$ cat src/rtl/perf_pkg.sv
package perf_pkg;
  localparam int SEL_W = 4;
  localparam int CFG_W = 8;

  typedef enum logic [1:0] {
    SLOT_CFG = 2'd0,
    SLOT_EVT = 2'd1,
    SLOT_INS = 2'd2,
    SLOT_RSV = 2'd3
  } slot_e;

  typedef struct packed {
    logic             ovf_ins;
    logic             ovf_evt;
    logic             sup_en;
    logic             usr_en;
    logic [SEL_W-1:0] sel;
  } cfg_t;
endpackage

$ cat src/rtl/perf_ctr.sv
module perf_ctr #(
  parameter int CNT_W = 32
) (
  input  logic             clk_i,
  input  logic             rst_ni,
  input  logic             inc_i,
  input  logic             we_i,
  input  logic [CNT_W-1:0] wdata_i,
  output logic [CNT_W-1:0] q_o,
  output logic             wrap_o
);
  logic [CNT_W-1:0] q_q;

  assign wrap_o = inc_i & ~we_i & (&q_q);
  assign q_o    = q_q;

  always_ff @(posedge clk_i or negedge rst_ni) begin
    if (!rst_ni)    q_q <= '0;
    else if (we_i)  q_q <= wdata_i;
    else if (inc_i) q_q <= q_q + CNT_W'(1);
  end

  AST_WRITE_WINS: assert property (@(posedge clk_i) disable iff (!rst_ni)
    we_i |=> q_o == $past(wdata_i));
  AST_STEP_ONE: assert property (@(posedge clk_i) disable iff (!rst_ni)
    (inc_i && !we_i) |=> q_o == $past(q_o) + CNT_W'(1));
  AST_HOLD: assert property (@(posedge clk_i) disable iff (!rst_ni)
    (!inc_i && !we_i) |=> $stable(q_o));
endmodule

$ cat src/rtl/perf_thread.sv
module perf_thread
  import perf_pkg::*;
#(
  parameter int CNT_W   = 32,
  parameter int NUM_EVT = 8  // at most 2**SEL_W
) (
  input  logic               clk_i,
  input  logic               rst_ni,
  input  logic               retire_i,
  input  logic               priv_i,
  input  logic [NUM_EVT-1:0] event_i,
  input  logic               cfg_we_i,
  input  logic               evt_we_i,
  input  logic               ins_we_i,
  input  logic [CNT_W-1:0]   wdata_i,
  output cfg_t               cfg_o,
  output logic [CNT_W-1:0]   evt_o,
  output logic [CNT_W-1:0]   ins_o
);
  cfg_t cfg_q;
  logic mode_ok, ev_hit, evt_inc, ins_inc, evt_wrap, ins_wrap;

  assign mode_ok = priv_i ? cfg_q.sup_en : cfg_q.usr_en;

  always_comb begin
    ev_hit = 1'b0;
    for (int e = 0; e < NUM_EVT; e++)
      if (cfg_q.sel == SEL_W'(e)) ev_hit = event_i[e];
  end

  assign evt_inc = ev_hit & mode_ok;
  assign ins_inc = retire_i & mode_ok;

  perf_ctr #(.CNT_W(CNT_W)) u_evt (
    .clk_i, .rst_ni, .inc_i(evt_inc), .we_i(evt_we_i), .wdata_i,
    .q_o(evt_o), .wrap_o(evt_wrap)
  );

  perf_ctr #(.CNT_W(CNT_W)) u_ins (
    .clk_i, .rst_ni, .inc_i(ins_inc), .we_i(ins_we_i), .wdata_i,
    .q_o(ins_o), .wrap_o(ins_wrap)
  );

  always_ff @(posedge clk_i or negedge rst_ni) begin
    if (!rst_ni) cfg_q <= '0;
    else if (cfg_we_i) cfg_q <= cfg_t'(wdata_i[CFG_W-1:0]);
    else begin
      if (evt_wrap) cfg_q.ovf_evt <= 1'b1;
      if (ins_wrap) cfg_q.ovf_ins <= 1'b1;
    end
  end

  assign cfg_o = cfg_q;

  AST_OVF_STICKY: assert property (@(posedge clk_i) disable iff (!rst_ni)
    (cfg_q.ovf_evt && !cfg_we_i) |=> cfg_q.ovf_evt);
  AST_WRAP_SETS: assert property (@(posedge clk_i) disable iff (!rst_ni)
    (ins_inc && !ins_we_i && !cfg_we_i && (&ins_o)) |=> (ins_o == '0 && cfg_q.ovf_ins));
  AST_UNUSED_SEL: assert property (@(posedge clk_i) disable iff (!rst_ni)
    (int'(cfg_q.sel) >= NUM_EVT && !evt_we_i) |=> $stable(evt_o));
  AST_FILTER: assert property (@(posedge clk_i) disable iff (!rst_ni)
    (priv_i && !cfg_q.sup_en && !ins_we_i) |=> $stable(ins_o));
endmodule

$ cat src/rtl/perf_ivl_sampler.sv
module perf_ivl_sampler #(
  parameter int NUM_THREADS = 4,
  parameter int IVL_W       = 24
) (
  input  logic                   clk_i,
  input  logic                   rst_ni,
  input  logic [NUM_THREADS-1:0] retire_i,
  input  logic [IVL_W-1:0]       ivl_len_i,
  output logic                   vld_o,
  output logic [IVL_W-1:0]       instr_o,
  output logic [IVL_W-1:0]       cycles_o
);
  logic [IVL_W-1:0] cyc_q, acc_q;
  logic             any_ret, ivl_end;

  assign any_ret = |retire_i;
  assign ivl_end = (ivl_len_i != '0) && (cyc_q >= ivl_len_i - IVL_W'(1));

  always_ff @(posedge clk_i or negedge rst_ni) begin
    if (!rst_ni) begin
      cyc_q <= '0; acc_q <= '0; vld_o <= 1'b0; instr_o <= '0; cycles_o <= '0;
    end else if (ivl_len_i == '0) begin
      cyc_q <= '0; acc_q <= '0; vld_o <= 1'b0;
    end else if (ivl_end) begin
      instr_o  <= acc_q + IVL_W'(any_ret);
      cycles_o <= cyc_q + IVL_W'(1);
      vld_o    <= 1'b1;
      cyc_q    <= '0;
      acc_q    <= '0;
    end else begin
      cyc_q <= cyc_q + IVL_W'(1);
      acc_q <= acc_q + IVL_W'(any_ret);
      vld_o <= 1'b0;
    end
  end

  AST_ONE_RETIRE: assert property (@(posedge clk_i) disable iff (!rst_ni)
    $onehot0(retire_i));
  AST_NO_OVERFLOW: assert property (@(posedge clk_i) disable iff (!rst_ni)
    vld_o |-> instr_o <= cycles_o);
  AST_IDLE_QUIET: assert property (@(posedge clk_i) disable iff (!rst_ni)
    (ivl_len_i == '0) |=> !vld_o);
  AST_PULSE: assert property (@(posedge clk_i) disable iff (!rst_ni)
    (vld_o && ivl_len_i > IVL_W'(1) && $stable(ivl_len_i)) |=> !vld_o);
endmodule

$ cat src/rtl/perf_ctr_unit.sv
module perf_ctr_unit
  import perf_pkg::*;
#(
  parameter int NUM_THREADS = 4,
  parameter int CNT_W       = 32,
  parameter int NUM_EVT     = 8,
  parameter int IVL_W       = 24,
  localparam int TID_W      = $clog2(NUM_THREADS),
  localparam int ADDR_W     = TID_W + 2
) (
  input  logic                           clk_i,
  input  logic                           rst_ni,
  input  logic [NUM_THREADS-1:0]         retire_i,
  input  logic [NUM_THREADS-1:0]         priv_i,
  input  logic [NUM_THREADS*NUM_EVT-1:0] event_i,
  input  logic                           reg_we_i,
  input  logic [ADDR_W-1:0]              reg_addr_i,
  input  logic [CNT_W-1:0]               reg_wdata_i,
  output logic [CNT_W-1:0]               reg_rdata_o,
  input  logic [IVL_W-1:0]               ivl_len_i,
  output logic                           sample_vld_o,
  output logic [IVL_W-1:0]               core_instr_o,
  output logic [IVL_W-1:0]               core_cycles_o
);
  logic [TID_W-1:0] tid;
  slot_e            slot;
  cfg_t             cfg_a [NUM_THREADS];
  logic [CNT_W-1:0] evt_a [NUM_THREADS];
  logic [CNT_W-1:0] ins_a [NUM_THREADS];

  assign tid  = reg_addr_i[ADDR_W-1:2];
  assign slot = slot_e'(reg_addr_i[1:0]);

  for (genvar t = 0; t < NUM_THREADS; t++) begin : g_thr
    logic sel_t;
    assign sel_t = reg_we_i && (tid == TID_W'(t));
    perf_thread #(.CNT_W(CNT_W), .NUM_EVT(NUM_EVT)) u_thr (
      .clk_i, .rst_ni,
      .retire_i (retire_i[t]),
      .priv_i   (priv_i[t]),
      .event_i  (event_i[t*NUM_EVT +: NUM_EVT]),
      .cfg_we_i (sel_t && slot == SLOT_CFG),
      .evt_we_i (sel_t && slot == SLOT_EVT),
      .ins_we_i (sel_t && slot == SLOT_INS),
      .wdata_i  (reg_wdata_i),
      .cfg_o    (cfg_a[t]),
      .evt_o    (evt_a[t]),
      .ins_o    (ins_a[t])
    );
  end

  always_comb begin
    unique case (slot)
      SLOT_CFG: reg_rdata_o = {{(CNT_W-CFG_W){1'b0}}, cfg_a[tid]};
      SLOT_EVT: reg_rdata_o = evt_a[tid];
      SLOT_INS: reg_rdata_o = ins_a[tid];
      default:  reg_rdata_o = '0;
    endcase
  end

  perf_ivl_sampler #(.NUM_THREADS(NUM_THREADS), .IVL_W(IVL_W)) u_smp (
    .clk_i, .rst_ni, .retire_i, .ivl_len_i,
    .vld_o(sample_vld_o), .instr_o(core_instr_o), .cycles_o(core_cycles_o)
  );

  AST_RSV_ZERO: assert property (@(posedge clk_i) disable iff (!rst_ni)
    (slot == SLOT_RSV) |-> reg_rdata_o == '0);
endmodule

$ cat config.mk
export PLATFORM = sky130hd
export DESIGN_NAME = perf_ctr_unit
export DESIGN_NICKNAME = d
export VERILOG_FILES = /design/src/rtl/perf_pkg.sv /design/src/rtl/perf_ctr.sv /design/src/rtl/perf_thread.sv /design/src/rtl/perf_ivl_sampler.sv /design/src/rtl/perf_ctr_unit.sv
export SDC_FILE = /design/constraint.sdc
export NUM_CORES = 1
export LEC_CHECK = 0
export CAP_MARGIN = 0
export CORE_ASPECT_RATIO = 1.75
export CORE_MARGIN = 3
export CORE_UTILIZATION = 30
export DETAILED_ROUTE_END_ITERATION = 12
export DONT_BUFFER_PORTS = 1
export PLACE_DENSITY = 0.49
export SLEW_MARGIN = 20
export SYNTH_ARGS = -nofsm -noshare
export SYNTH_HDL_FRONTEND = slang
export SYNTH_SLANG_ARGS = --single-unit
$ cat constraint.sdc
create_clock -name clk_i -period 3.75 [get_ports clk_i]
set_input_delay 0.75 -clock clk_i [delete_from_list [all_inputs] [get_ports clk_i]]
set_output_delay 0.75 -clock clk_i [all_outputs]
set_load 0.01 [all_outputs]
==> flow_summary.ini, run 1 <==
[grt]
grt_pass1_wl_microns = 122000
grt_pass1_vias = 18935
grt_max_degree = 386
overflow = 0
grt_antenna_before_repair = 0
grt_usage_pct = 20.0

[finish]
syn2layout_area_growth_pct = 13.0
antenna_cells = 0
drive_gt1_share_pct = 14.8
fin_nets = 2486
final_cells = 3400
utilization_pct = 34.2

[timing]
clock_skew_ps = 29.4
rsz0062_at_grt = yes
finalHoldViolations = 100
drv_slew = 0
setup_violations = 0
worst_pin_slew_ps = 1210
slew_headroom_pct = 19.3
fmax_ghz = 0.271
period_share_pct = 98.4
period_minus_slack_ps = 3690
holdWs_ps = -121

[job]
drv_cap = 0

[worst_setup_path]
r2r_setup_slack_ps = 1120
worstSetupStartpointType = input pin
rr_worst_depth = 6
arrival_ps = 4150
critPathKind = in -> reg
crit_required_ps = 4210
critPathMaxFanout = 8
reg2reg_to = g_thr[1].u_thr.u_evt.q_o[30]
r2r-start = g_thr[1].u_thr.u_evt.q_o[4]
endpoint_kind = flop

[run_status]
outcome = finished with violations
failed_checks = negative hold slack

[power_and_ir_drop]
combPwrFrac_pct = 19.6
irDropWorstVdd_v = 0.000409
switchingPower_uw = 4360
seqPwrFrac_pct = 46.0
powerDensity_nw_per_um2 = 516
clockPowerShare_pct = 34.4
switching_share_pct = 32.3
power_leakage_uw = 0.0101
p_int_uw = 9120

[floorplan]
die_w_microns = 216
core_area_sq_um = 76300
start_util_pct = 30.3
rows = 134
ioPinCount = 184
die_y_microns = 373
die_area_sq_um = 80600

[synth]
ys_async_sr_fraction_pct = 100
ys_seq_area_share_pct = 41.7
netlist_area_sq_um = 23100
postSynthCellCount = 2369
synth_area_per_cell_sq_um = 9.76
yosys_warnings = 0
synth_enable_flop_cells = 0
synth_fp_nets = 2509
synth_ff_type = dfrtp_1
synth_cell_types = 55
ys_seq_elements = 385

[route]
drt-initial-drc-count = 1345
final_antenna_net_count = 0
num_vias = 18060
wl_per_cell_microns = 23.9
drc_errors = 0
finalWirelength_microns = 81300
first_pass_iters = 5
via_per_inst = 5.31

[placed_design]
io_buffers = 0
place_inst = 3317
hpwlAfterDp_microns = 61200
globalplace.congestion = 0.883

[cts]
clkLatencyLatePin_ps = 600
clk_pin_slew_worst_paths_ps = 60
cts_tree = done
cts_buffer_depth = 3
clkSinkCount = 385
cts_max_level = 2
clock-root-buffer = clkbuf_16
cts_buffers = 44

[min_path]
hold_class = in -> async
## kinds of logic after synthesis
family	synth area share [%]
AO/OA/AOI/OAI	7.51
XOR/XNOR	11.9
adder cells (fa/ha/maj)	2.00
buffers and inverters	3.19
flip-flops	41.7
multiplexers	13.8
AND/OR/NAND/NOR	20.0
## power by group through the flow
stage / clock, uW / sequential, uW / combinational, uW
global placement: 0 / 6220 / 2590
global route: 4900 / 6340 / 2910
finish: 4630 / 6190 / 2650
floorplan: 0 / 5820 / 2080
detailed placement: 0 / 6250 / 2650
CTS: 4770 / 6190 / 2670
## Yosys cell counts, types with 34 or more instances
master    instances  area share [%]
a21oi_1          48             1.0
ha_1             37             2.0
and3_1           50             1.4
mux2_4           39             2.5
nor3b_1          34             1.1
nor2_1          147             2.4
xnor2_1         180             6.8
inv_1            38            0.62
dfrtp_1         385              42
mux2_2           47             2.3
nor3_1           62             1.3
nand4_1          76             2.1
o21ai_0         224             4.8
mux4_2           79             7.7
clkbuf_1        103             1.7
nand3_1         124             2.7
nand2_1         336             5.5
xor2_1          133             5.0
## worst max-delay path: stages
cell       delay (ps)
or4_4             540
or4_4             460
nor2_4            140
nand2_2            80
or4_4             430
xor2_1            150
ha_2              300
o21ai_2            80
o21a_1            190
nand3b_1          100
a211o_1           270
nand2_4           120
inv_8              60
clkbuf_16         170
mux2_4            290
## layout by cell type (no fill, tap or decap), drive strengths merged, types with 37 or more instances in the layout
| master | count |
|---|---|
| a21oi | 48 |
| and3 | 50 |
| buf | 74 |
| clkbuf | 64 |
| dfrtp | 385 |
| ha | 37 |
| inv | 42 |
| mux2 | 91 |
| mux4 | 79 |
| nand2 | 337 |
| nand3 | 124 |
| nand4 | 76 |
| nor2 | 147 |
| nor3 | 62 |
| o21ai | 226 |
| xnor2 | 180 |
| xor2 | 133 |
## stage by stage
step	setup TNS (ps)	area, sq um	setup slack, ps	power (uW)
final	0	26100	59.6	13500
after detailed placement	-54250	24500	-718	8900
after CTS	0	26000	18.7	13600
after global routing	-1110	26100	-46.7	14200
after floorplan	-17690	23200	-356	7900
after global placement	-54190	24500	-731	8800
## cell type report
cell class              count  area, sq um
inverters                  39          154
clock buffers              63         1320
well taps                1020         1280
fillers                  7746        50200
repair buffers             75          651
multi-input cells        1801        12900
clock inverters            17          210
flip-flops and latches    385         9630
## layer usage
layer / GRT usage [%] / up-vias / part of all wire (%)
li1: - / 8317 / -
met1: 20.0 / 9017 / 34
met2: 37.4 / 555 / 53
met3: 5.34 / 171 / 7.0
met4: 10.7 / 0 / 6.0
met5: 0 / - / 0
## registers in the layout, indices dropped and copies added, names as in the netlist
name                   count
u_smp.cycles_o            24
g_thr.u_thr.cfg_o         32
g_thr.u_thr.u_evt.q_o    128
u_smp.acc_q               24
u_smp.instr_o             24
g_thr.u_thr.u_ins.q_o    128
u_smp.cyc_q               24
u_smp.vld_o                1
## worst max-delay path by stage
stage / startpoint / end / slack [ps]
2_1_floorplan: ivl_len_i[5] / u_smp.cycles_o[2] / -360
3_3_place_gp: ivl_len_i[5] / u_smp.instr_o[3] / -730
3_5_place_dp: ivl_len_i[5] / u_smp.instr_o[4] / -720
4_1_cts: ivl_len_i[5] / u_smp.instr_o[4] / 20
5_1_grt: ivl_len_i[5] / u_smp.instr_o[22] / -50
6_report: ivl_len_i[5] / u_smp.cycles_o[10] / 60
## timing repair
item | in CTS | in global routing
endpoints found under the setup margin | 43 | 68
hold endpoints to repair | 385 | 232
gates resized for setup | 3 | 13
cloned | 0 | 1
setup buffers | 0 | 2
pin swaps | 0 | 4
Note: power is estimated with default switching activity, not from simulation.
==> inputs of run 2 (changes only) <==
--- a/config.mk
+++ b/config.mk
@@ -5,13 +5,14 @@
 export SDC_FILE = /design/constraint.sdc
 export NUM_CORES = 1
 export LEC_CHECK = 0
+export BUFFER_PORTS_ARGS = -buffer_cell sky130_fd_sc_hd__buf_4
 export CAP_MARGIN = 0
 export CORE_ASPECT_RATIO = 1.75
 export CORE_MARGIN = 3
 export CORE_UTILIZATION = 30
 export DETAILED_ROUTE_END_ITERATION = 12
-export DONT_BUFFER_PORTS = 1
-export PLACE_DENSITY = 0.49
+export GPL_TIMING_DRIVEN = 0
+export PLACE_DENSITY = 0.51
 export SLEW_MARGIN = 20
 export SYNTH_ARGS = -nofsm -noshare
 export SYNTH_HDL_FRONTEND = slang
==> flow_summary.ini, run 2 (same netlist as run 1, synthesis figures left out) <==
[run_status]
outcome = finished with violations
failed_checks = negative setup slack

[finish]
nFillCells = 7737
drive_gt1_share_pct = 19.0
final_common_cell = dfrtp_1
most-common-layout-cells = dfrtp_1, nand2_1, o21ai_0
fin_nets = 2730
multi_input_area_sq_um = 13000
syn2layout_area_growth_pct = 20.0
utilization_pct = 36.4
register_area_sq_um = 9630

[worst_setup_path]
worstSetupStartpointType = input pin
r2r_setup_slack_ps = 660
arrival_ps = 4370
critPathKind = in -> reg
critPathMaxFanout = 8
crit_required_ps = 4210
r2r-start = g_thr[1].u_thr.cfg_o[5]
endpoint_kind = flop
rr_worst_depth = 7
reg2reg_to = g_thr[1].u_thr.u_evt.q_o[29]

[grt]
grt_pass1_wl_microns = 132000
grt_usage_pct = 21.9
overflow = 0
grt_pass1_vias = 20252
grt_antenna_before_repair = 3
grt_max_degree = 91

[power_and_ir_drop]
power_leakage_uw = 0.0110
power_uw = 13900
powerDensity_nw_per_um2 = 502
irDropWorstVdd_v = 0.000393

[cts]
cts_max_level = 2
cts_buffers = 43
cts_tree = done
clk_pin_slew_worst_paths_ps = 60
clock-root-buffer = clkbuf_16
ctsHoldBuffers = 0
cts_buffer_depth = 3
clkSinkCount = 385
clkLatencyLatePin_ps = 610

[timing]
post-route-worst-setup-slack_ps = -155
rsz0062_at_grt = yes
worst_pin_slew_ps = 1150
setup_violations = 48
finalHoldViolations = 0
slew_headroom_pct = 22.9
period_share_pct = 104
period_minus_slack_ps = 3910
clock_skew_ps = 30.7
drv_slew = 0
fmax_ghz = 0.256

[min_path]
hold_class = in -> async

[route]
final_antenna_net_count = 0
drt-initial-drc-count = 1514
wl_per_cell_microns = 24.5
drc_errors = 0
first_pass_iters = 5
num_vias = 19546
finalWirelength_microns = 89500
via_per_inst = 5.36

[floorplan]
die_y_microns = 373
die_area_sq_um = 80600
rows = 134
start_util_pct = 30.3
ioPinCount = 184
die_w_microns = 216
core_area_sq_um = 76300

[placed_design]
globalplace.congestion = 0.943
io_buffers = 159
hpwlAfterDp_microns = 68900

[job]
drv_cap = 0
[run 2: worst max path at each step]
stage | cells past startpoint | to | slack, ps | from
after floorplan | 15 | u_smp.cycles_o[2] | -360 | ivl_len_i[5]
after global placement | 1 | g_thr[1].u_thr.cfg_o[2] | -2270 | rst_ni
after detailed placement | 15 | u_smp.acc_q[22] | -1060 | ivl_len_i[5]
after CTS | 16 | u_smp.cycles_o[19] | -160 | ivl_len_i[8]
after global routing | 16 | u_smp.instr_o[12] | -250 | ivl_len_i[8]
final | 16 | u_smp.instr_o[5] | -160 | ivl_len_i[8]
[run 2: critical path, stage by stage]
cell and delay [ps]:
buf_6 90, or4_4 530, or4_4 470, nor2_4 120
nand2_2 80, or4_4 540, xor2_4 180, ha_4 240
o21ai_2 70, o21a_1 180, nand3b_1 90, a211o_1 270
nand2_4 140, clkinv_8 130, clkbuf_16 190, mux2_4 290
[run 2: metal layers]
layer | vias to the layer above | track usage (%) | wire (microns)
li1 | 8802 | - | -
met1 | 9761 | 23.2 | 31800
met2 | 725 | 38.5 | 44900
met3 | 256 | 3.58 | 4680
met4 | 2 | 16.8 | 8130
met5 | - | 0 | 16
[run 2: metrics by stage]
step | hold WS (ps) | setup TNS [ps] | instance area, sq um | instances | setup slack [ps]
5_1_grt | 145 | -11030 | 27700 | 3645 | -254
6_report | 107 | -6230 | 27700 | 3646 | -155
3_3_place_gp | 479 | -942030 | 25600 | 3548 | -2270
3_5_place_dp | 485 | -108550 | 25800 | 3554 | -1060
4_1_cts | 115 | -7140 | 27600 | 3643 | -160
2_1_floorplan | 454 | -17690 | 23200 | 2369 | -356
[run 2: final cells by class]
cell class              instances  area share [%]
flip-flops and latches        385            34.7
multi-input cells            1801            46.7
clock inverters                11           0.537
clock buffers                  68            4.80
plain buffers                 141            2.58
repair buffers                179            5.44
diodes                          2          0.0180
well taps                    1020            4.60
inverters                      39           0.573
[run 2: report_power, final]
group	leakage, uW	total [uW]	internal, uW	switching [uW]
Sequential	0.00489	6240	5010	1230
Combinational	0.00537	3140	1530	1610
Clock	0.000732	4550	2650	1910
[run 2: repair_timing]
| action | in CTS | in global routing |
|---|---|---|
| resized for setup | 61 | 25 |
| endpoints found under the setup margin | 125 | 108 |
| gates cloned | 1 | 1 |
| pin swaps | 10 | 4 |
| buffers inserted | 11 | 1 |
